--- src/rtl/irqdec_pkg.sv ---
package irqdec_pkg;
    localparam int DATA_W  = 32;
    localparam int ADDR_W  = 12;
    localparam int REQID_W = 16;

    localparam logic [ADDR_W-1:0] OFF_DECODE = 12'h138;
    localparam logic [ADDR_W-1:0] OFF_ENABLE = 12'h13C;
    localparam logic [ADDR_W-1:0] OFF_ERRQ   = 12'h154;

    // Positions that carry a real event source
    localparam logic [DATA_W-1:0] LIVE_BITS = 32'h0FF3_0FE9;

    localparam int ERRQ_VALID_POS = 18;

    typedef enum logic [1:0] {
        Q_EMPTY,
        Q_PARTIAL,
        Q_FULL
    } errq_state_e;
endpackage

--- src/rtl/irqdec_status.sv ---
module irqdec_status #(
    parameter int                WIDTH = 32,
    parameter logic [WIDTH-1:0]  LIVE  = '1
) (
    input  logic             clk,
    input  logic             rst_n,
    input  logic [WIDTH-1:0] evt,
    input  logic             clr_en,
    input  logic [WIDTH-1:0] clr_bits,
    input  logic             en_we,
    input  logic [WIDTH-1:0] en_wdata,
    output logic [WIDTH-1:0] pending,
    output logic [WIDTH-1:0] enable
);
    logic [WIDTH-1:0] clr_vec;
    logic [WIDTH-1:0] set_vec;

    always_comb begin
        clr_vec = clr_en ? clr_bits : '0;
        set_vec = evt & LIVE;
    end

    always_ff @(posedge clk) begin
        if (!rst_n) begin
            pending <= '0;
            enable  <= '0;
        end else begin
            pending <= (pending & ~clr_vec) | set_vec;
            if (en_we) begin
                enable <= en_wdata & LIVE;
            end
        end
    end


    evt_sets_bit_chk: assert property (@(posedge clk) disable iff (!rst_n)
        (|(evt & LIVE)) |=> ((pending & $past(evt & LIVE)) == $past(evt & LIVE)));


    pending_hold_chk: assert property (@(posedge clk) disable iff (!rst_n)
        (!clr_en && ((evt & LIVE) == '0)) |=> $stable(pending));
endmodule

--- src/rtl/irqdec_errq.sv ---
module irqdec_errq
    import irqdec_pkg::*;
#(
    parameter int DEPTH = 4,
    parameter int IDW   = 16
) (
    input  logic           clk,
    input  logic           rst_n,
    input  logic           push,
    input  logic [IDW-1:0] push_id,
    input  logic           pop,
    output logic           head_valid,
    output logic [IDW-1:0] head_id
);
    localparam int PTR_W = (DEPTH > 1) ? $clog2(DEPTH) : 1;
    localparam int CNT_W = $clog2(DEPTH + 1);
    localparam logic [CNT_W-1:0] CNT_MAX = CNT_W'(DEPTH);

    logic [IDW-1:0]   slot [DEPTH];
    logic [PTR_W-1:0] wr_ptr, rd_ptr;
    logic [CNT_W-1:0] count, count_d;
    errq_state_e      state_q, state_d;
    logic             push_ok, pop_ok;

    function automatic logic [PTR_W-1:0] bump(input logic [PTR_W-1:0] p);
        return (p == PTR_W'(DEPTH - 1)) ? '0 : p + 1'b1;
    endfunction

    always_comb begin
        push_ok = push && (state_q != Q_FULL);
        pop_ok  = pop  && (state_q != Q_EMPTY);
        count_d = count + CNT_W'(push_ok) - CNT_W'(pop_ok);
        state_d = state_q;
        unique case (state_q)
            Q_EMPTY:   if (push_ok) state_d = (count_d == CNT_MAX) ? Q_FULL : Q_PARTIAL;
            Q_PARTIAL: begin
                if (count_d == '0)          state_d = Q_EMPTY;
                else if (count_d == CNT_MAX) state_d = Q_FULL;
            end
            Q_FULL:    if (pop_ok) state_d = (count_d == '0) ? Q_EMPTY : Q_PARTIAL;
            default:   state_d = Q_EMPTY;
        endcase
    end

    always_ff @(posedge clk) begin
        if (!rst_n) begin
            state_q <= Q_EMPTY;
            count   <= '0;
            wr_ptr  <= '0;
            rd_ptr  <= '0;
        end else begin
            state_q <= state_d;
            count   <= count_d;
            if (push_ok) wr_ptr <= bump(wr_ptr);
            if (pop_ok)  rd_ptr <= bump(rd_ptr);
        end
    end

    always_ff @(posedge clk) begin
        if (push_ok) slot[wr_ptr] <= push_id;
    end

    always_comb begin
        head_valid = (state_q != Q_EMPTY);
        head_id    = head_valid ? slot[rd_ptr] : '0;
    end


    full_drop_chk: assert property (@(posedge clk) disable iff (!rst_n)
        (state_q == Q_FULL && !pop) |=> (state_q == Q_FULL));


    empty_pop_chk: assert property (@(posedge clk) disable iff (!rst_n)
        (state_q == Q_EMPTY && !push) |=> (state_q == Q_EMPTY));
endmodule

--- src/rtl/irqdec_unit.sv ---
module irqdec_unit
    import irqdec_pkg::*;
#(
    parameter int ERRQ_DEPTH = 4
) (
    input  logic               clk,
    input  logic               rst_n,
    input  logic [DATA_W-1:0]  evt_pulse,
    input  logic               errmsg_push,
    input  logic [REQID_W-1:0] errmsg_reqid,
    input  logic               reg_wr_en,
    input  logic [ADDR_W-1:0]  reg_addr,
    input  logic [DATA_W-1:0]  reg_wdata,
    output logic [DATA_W-1:0]  reg_rdata,
    output logic               misc_irq
);
    logic [DATA_W-1:0]  pending, enable;
    logic               q_valid;
    logic [REQID_W-1:0] q_id;
    logic               wr_dec, wr_en_reg, wr_q;

    always_comb begin
        wr_dec    = reg_wr_en && (reg_addr == OFF_DECODE);
        wr_en_reg = reg_wr_en && (reg_addr == OFF_ENABLE);
        wr_q      = reg_wr_en && (reg_addr == OFF_ERRQ);
    end

    irqdec_status #(.WIDTH(DATA_W), .LIVE(LIVE_BITS)) u_status (
        .clk      (clk),
        .rst_n    (rst_n),
        .evt      (evt_pulse),
        .clr_en   (wr_dec),
        .clr_bits (reg_wdata),
        .en_we    (wr_en_reg),
        .en_wdata (reg_wdata),
        .pending  (pending),
        .enable   (enable)
    );

    irqdec_errq #(.DEPTH(ERRQ_DEPTH), .IDW(REQID_W)) u_errq (
        .clk        (clk),
        .rst_n      (rst_n),
        .push       (errmsg_push),
        .push_id    (errmsg_reqid),
        .pop        (wr_q),
        .head_valid (q_valid),
        .head_id    (q_id)
    );

    always_comb begin
        reg_rdata = '0;
        unique case (reg_addr)
            OFF_DECODE: reg_rdata = pending;
            OFF_ENABLE: reg_rdata = enable;
            OFF_ERRQ: begin
                reg_rdata[ERRQ_VALID_POS] = q_valid;
                reg_rdata[REQID_W-1:0]    = q_id;
            end
            default:    reg_rdata = '0;
        endcase
        misc_irq = |(pending & enable);
    end


    masked_quiet_chk: assert property (@(posedge clk) disable iff (!rst_n)
        (enable == '0) |-> !misc_irq);


    irq_level_chk: assert property (@(posedge clk) disable iff (!rst_n)
        (misc_irq && !wr_dec && !wr_en_reg) |=> misc_irq);
endmodule

--- config.mk ---
export PLATFORM = sky130hd
export DESIGN_NAME = irqdec_unit
export DESIGN_NICKNAME = d
export VERILOG_FILES = /design/src/rtl/irqdec_pkg.sv /design/src/rtl/irqdec_status.sv /design/src/rtl/irqdec_errq.sv /design/src/rtl/irqdec_unit.sv
export SDC_FILE = /design/constraint.sdc
export NUM_CORES = 1
export LEC_CHECK = 0
export ABC_AREA = 1
export BUFFER_PORTS_ARGS = -buffer_cell sky130_fd_sc_hd__buf_2
export CORE_MARGIN = 2
export CORE_UTILIZATION = 48
export DETAILED_ROUTE_END_ITERATION = 12
export GPL_ROUTABILITY_DRIVEN = 0
export PLACE_DENSITY_LB_ADDON = 0.05
export SLEW_MARGIN = 0
export SYNTH_ARGS = -nofsm -noshare
export SYNTH_HDL_FRONTEND = slang
export SYNTH_SLANG_ARGS = --single-unit
--- constraint.sdc ---
create_clock -name clk -period 2.35 [get_ports clk]
set_input_delay 0.3525 -clock clk [delete_from_list [all_inputs] [get_ports clk]]
set_output_delay 0.3525 -clock clk [all_outputs]
set_load 0.02 [all_outputs]
Yosys cells after proc, flatten, opt, wreduce, memory -nomap -nowiden
Memories as Yosys holds them, arrays and structs flattened. A register that Yosys moved wholly into a read port is not among the register bits. Cells that the tools add are included.

Reduce and logical (&&, ||, !) cells: 10. Mux-type cells: 19. Eq/ne operators: 12. Bitwise gates (word level): 4. $add $sub $neg: 4.

Operator list (number): $pmux W16 S3 (1); $eq A12 B9 Y1 const B (3); $and A32 B28 Y32 (1); $and A32 B32 Y32 (1); $mux W32 (1); $not A32 Y32 (1); $or A32 B28 Y32 (1); $reduce_or A32 Y1 (1); $pmux W13 S2 (1); $mux W2 (9); $mux W16 (1); $eq A2 B2 Y1 const B (3); $pmux W2 S3 (1); $logic_and A1 B1 Y1 (5); $add A2 B1 Y2 const B (2); $ne A2 B1 Y1 const B (2); $pmux W2 S2 (1); $add A3 B1 Y3 (1); $eq A3 B3 Y1 const B (1); $logic_not A3 Y1 (1); $mux W1 (3); $ne A3 B1 Y1 const B (1); $reduce_and A3 Y1 (1); $sub A3 B1 Y3 (1); 5 further kinds (5).

Output and inout bits: 33. Input bits: 96. Memories: 1. Register bits after elaboration: 60. RAM bits: 64.

Memories: u_errq.slot (depth 4, bits a word 16, rd ports 1, clocked after memory_dff 1, wr ports 1, line irqdec_errq.sv:19) `logic [IDW-1:0] slot [DEPTH];`.

Logic depth before layout (Yosys ltp)
Depth in word-level cells: 8. Mapped depth: 17. Gate-level depth less buffers: 16.

Hierarchy
From an unflattened synthesis, not the netlist that was laid out.

Cells, all modules: 735. Area, all modules: 6042.0 um^2.

Modules (own cells, without submodules): irqdec_errq (seq. area each 2142.1 um^2, instances 1, cells each 278, area each 3136.8 um^2); irqdec_status (seq. area each 1021.0 um^2, instances 1, cells each 236, area each 1861.8 um^2); irqdec_unit (seq. area each 0.0 um^2, instances 1, cells each 221, area each 1043.5 um^2).

Worst setup path before layout
No wires, ideal clock.

Path type: input-to-reg. Start: input port reg_addr[3]. End: register u_errq.state_q[0]. Data required time: 2218 ps. Arrival time: 2212 ps. Buffers on the path: 0. Setup time: 132 ps. Path slack: 6 ps. Stages: 15. Path through: inv_1 -> nand2_1 -> nor2_1 -> nand4_1 -> xnor2_1 -> ha_1 -> inv_1 -> fa_1 -> nand2_1 -> nor2_1 -> nand3_1 -> nand2_1 -> inv_1 -> nand3_1 -> a21oi_1.

Longest elaborated chain between the ends: 8. Elaborated cells on any way between the ends: 15.

Ends and longest elaborated chain: from (decl) (line irqdec_unit.sv:12) `input logic [ADDR_W-1:0] reg_addr,`; $eq A12 B9 Y1 * (line irqdec_unit.sv:25) `wr_q = reg_wr_en && (reg_addr == OFF_ERRQ);`; $logic_and A1 B1 Y1 * (line irqdec_unit.sv:25); $logic_and A1 B1 Y1 * (line irqdec_errq.sv:31) `pop_ok = pop && (state_q != Q_EMPTY);`; $sub A3 B1 Y3 (line irqdec_errq.sv:32) `count_d = count + CNT_W'(push_ok) - CNT_W'(pop_ok);`; $eq A3 B3 Y1 / $logic_not A3 Y1 (equally long branches); $mux W2 / $mux W1 (equally long branches) (line irqdec_errq.sv:35, irqdec_errq.sv:40); $mux W2, on equally long branches (line irqdec_errq.sv:35, irqdec_errq.sv:40); $pmux W2 S3 (line irqdec_errq.sv:34) `unique case (state_q)`; to (signal assigned) (line irqdec_errq.sv:52) `state_q <= state_d;`; to (decl) (line irqdec_errq.sv:22) `errq_state_e state_q, state_d;`.

Every way passes the cells marked *; elsewhere a longest branch is shown, timed or not. The select of a mux whose other input is x is not followed. A chain may end at the register's enable or synchronous reset.

==> results.md <==
- The tool flagged a number of max-cap violations equal to 0.
- The sink count of the clock tree is between 100 and 150.
- The maximum clock rate is 451 MHz.
- The number of iterations in the first detailed-routing pass is 5.
- The detailed placement HPWL is ~8.9 mm.
- In the global route stage, met1 resource usage came out at a little over a quarter.
- The path with the worst hold slack has its endpoint at u_errq.slot[0][5]$_DFFE_PP_.
- The total count of max-transition violations in the final report is 0.
- STA classifies the critical path startpoint as a register.
- For this run, the number of standard cells in the final layout without fillers is between 900 and 1000.
- For the pin with the worst max-slew slack, the measured transition is around 460 ps.
- TritonCTS built the clock tree.
- The clock insertion delay at the later pin of the skew report is 420 ps.
- The total of warnings raised by yosys is 0.
- The startpoint identified for the worst register-to-register timing path is u_errq.state_q[0]$_SDFFE_PN0P_.
- In this run the power density over the cells is a little under 800 nW/um^2.
- Setup repair after global routing left no endpoint under its margin.
- The overall die width is between 100 and 150 um.
- The critical path in this run is classified as register to output port.
- The total number of vias is 4657.
- The count of input and output buffers is between 100 and 150.
- For this run the aggregate overflow at the end of global routing stands at 0.
- The highest-delay cell along the critical path is o32ai_1.
- For this run, the slowest stage of the critical path takes approximately 400 ps.
- After floorplanning, the core was divided into 39 placement rows.
- The TritonCTS buffer count is 17.
- The number of nets with antenna violations after detailed routing is 0.
- The worst register-to-register path has a setup slack of 210 ps.
- The multi-input gate area in the final layout is about 1900 um^2.
- The number of global-route vias before repair is 4577.
- The arrival time at the worst endpoint is 1870 ps.
- The number of instances in the synthesized netlist is 634.
- In the routed design, unresolved DRC markers number 0.
- The path class of the tightest hold or removal check is primary input to register.
- In this run the most used layer during global routing was met2.
- STA classifies the critical path endpoint as an output port.
- The signal on the critical path passes through buf_4, nor2_1, o32ai_1, nand2_1, nand3_1, buf_2.
- The total length of routed wires is 13.1 mm.
- The analysis attributes to cell leakage a power of between 3 and 4 nW.
- The number of nets handed over by synthesis was roughly 740.
- After detailed routing, the average wire length per cell comes to between 10 and 15 um.
- The combined global-route utilization of all metal layers is 21.9%.
- The depth of the worst hold-timing path is 1.
- The number of fill cells in the layout is about 1000.
- The antenna diode count is 0.
- The die outline height is approximately 110 um.
- Setup violations remaining at the end of the flow were counted as 0.
- In this run the power spent charging and discharging nets is around 1.2 mW.
- The largest driver fanout on the critical path is 15.
- Cells with a size suffix above 1 make up 23.5% of the layout.
- Once the floorplan was initialized, standard cells occupied roughly 49% of the core.
- The storage element area is 3160 um^2.
- The run finished with clean final reports.
- The source of the worst hold timing path is errmsg_reqid[5].
- The worst path uses 94.5% of the clock period.
- The primary flip-flop cell chosen by synthesis mapping is edfxtp_1.
- The first global-routing pass estimated ~21 mm of wire.
- The tightest slew margin relative to the limit is 69.6%.
- In this run the mean area of a mapped cell was 8.71 um^2.
- The sequential element share of the synthesized area is ~57%.
- The DRC violation total after the first TritonRoute iteration is approximately 270.
- The final worst hold slack is between 100 and 150 ps.
- The cts-stage hold buffer count is 0.
- The longest clock path from root to sink contains 2 buffers.
- The share of total power dissipated in sequential elements is 45.4%.
- In the routed layout, each cell is associated on average with a via count of just over 5.
- Entering global routing, the biggest net connects 37 pins.
- The final net count is about 870.
- The shortest clock period the worst path allows after layout is approximately 2200 ps.
- The clock network fraction of design power is between 40% and 50%.
- Cell internal power was estimated by the tool at around 4.2 mW.
- Counting flops and latches in the post-synthesis netlist gives 126.
- The async set-or-reset flop fraction in the synthesized netlist is 0%.
- From synthesis to final layout, the design area changed by 27.2%.
- In this run, the combinational gates consume between 6 and 7% of the power.
- The clock root buffer master is clkbuf_16.
- The number of antenna violations at the first check in global routing is 0.
- The worst path meets setup with roughly 130 ps of slack.
- The total count of hold-check failures in the final report is 0.
- The placeable core area is approximately 11000 um^2.
- For the worst flop-to-flop path, the logic depth is 14.
- The met2 usage is 36.6%.
- The worst register-to-register path ends at u_errq.state_q[0]$_SDFFE_PN0P_.
- Including well taps, the total number of placed cells is around 900.
- The worst clock skew is about 4.5 ps.
- The number of synthesized flops with an enable pin is between 60 and 70.
- The worst-case IR drop observed on VDD is around 630 uV.
- The global routing usage on met3 is between 5 and 6%.
- The die outline area is approximately 12000 um^2.
- Of the total power, the share spent switching nets is about 22%.
- The top-level port count is 129.
- For the worst setup path, the data required time is approximately 2000 ps.
- The worst slack at placement is -85.4 ps.
- The clock tree synthesis step divided the H-tree into 4 levels.
- The post-synthesis instance area is 5520 um^2.
- After clock tree synthesis, the clock-pin slew on the worst setup and hold paths is 60 ps.
- The number of library cell types mapped by synthesis is 27.
[how the worst max path moves through the flow]
stage / to / slack [ps] / cells past startpoint
6_report: reg_rdata[7] / 130 / 6
3_3_place_gp: u_errq.state_q[0]$_SDFFE_PN0P_ / -40 / 16
2_1_floorplan: u_errq.state_q[0]$_SDFFE_PN0P_ / 6 / 15
5_1_grt: reg_rdata[10] / 5 / 7
4_1_cts: reg_rdata[31] / 130 / 10
3_5_place_dp: u_errq.state_q[0]$_SDFFE_PN0P_ / -90 / 16
[metal layers]
layer	vias to the layer above	share of wire (%)
met5	-	0
met2	120	49
met3	20	4.8
met1	2138	45
met4	0	2.0
li1	2379	-
[synth_stat cells (2+ instances only)]
library cell,count,area share (%)
a21oi_1,48,4.3
o21ai_0,70,6.3
buf_2,3,0.27
clkbuf_1,22,1.5
nor3_1,4,0.36
ha_1,6,1.4
nand2_1,96,6.5
a221oi_1,2,0.32
o32ai_1,16,2.5
nand4_1,23,2.6
clkinv_1,3,0.20
edfxtp_1,64,35
inv_1,103,7.0
dfxtp_1,62,22
nor2_2,2,0.23
nor2_1,82,5.6
nand3_1,18,1.6
[what timing repair did]
item | 4_1_cts | 5_1_grt
setup endpoints to repair | 0 | 6
setup buffers | 0 | 1
gates resized for setup | 0 | 4
[stage by stage]
stage,util [%],setup TNS [ps],power [mW],cell area [um^2]
after floorplan,-,0,2.68,5520
after global placement,56.5,-39.7,2.84,6400
after detailed placement,56.5,-85.4,2.85,6400
after CTS,61.8,0,5.47,7000
after global routing,62.1,0,5.64,7030
final,62.1,0,5.42,7030
[kinds of logic (layout without fill, tap and decap cells)]
family          count (synthesis)  in the layout  synth area share (%)
compound gates                138            138                  13.8
xor+xnor                        1              1                 0.159
fa+ha+maj                       7              7                  1.72
buf+inv                       133            282                  9.24
flops                         126            126                  57.3
simple gates                  229            229                  17.8
[flip-flops by register name (all words and copies together) (netlist names), named ones only]
| signal | flops |
|---|---|
| u_errq.rd_ptr | 2 |
| u_errq.count | 3 |
| u_status.pending | 32 |
| u_status.enable | 19 |
| u_errq.slot | 64 |
| u_errq.state_q | 2 |
| u_errq.wr_ptr | 2 |
[final cells by class]
type | instances | share of cell area (%)
clock inverters | 14 | 2.37
flip-flops and latches | 126 | 45.0
repair buffers | 144 | 11.8
multi-input cells | 375 | 26.5
clock buffers | 18 | 6.11
inverters | 106 | 5.66
well taps | 143 | 2.55
[critical path, delay by kind of cell (launching register included)]
kind / cells / cell delay, ps
AO/OA/AOI/OAI: 1 / 400
flip-flops: 1 / 360
buffers and inverters: 2 / 400
AND/OR/NAND/NOR: 3 / 300
[cell usage in the layout, fill, tap and decap left out, types with 2 or more instances in the layout]
master,n
a21oi_1,48
a221oi_1,2
buf_12,3
buf_2,115
buf_4,26
bufinv_16,3
clkbuf_16,17
clkinv_1,4
clkinv_2,3
clkinv_4,2
clkinvlp_4,3
dfxtp_1,61
edfxtp_1,64
ha_1,6
inv_1,102
inv_6,2
nand2_1,95
nand2_2,2
nand3_1,18
nand4_1,23
nor2_1,82
nor2_2,2
nor3_1,4
o21ai_0,70
o32ai_1,15
[power groups by stage]
stage	Sequential (mW)	Combinational, mW	Clock (mW)
global placement	2.50	0.340	0
CTS	2.46	0.353	2.66
floorplan	2.49	0.187	0
global route	2.47	0.401	2.77
finish	2.46	0.351	2.61
detailed placement	2.50	0.349	0
No activity file was read; power rests on OpenSTA's default activity.
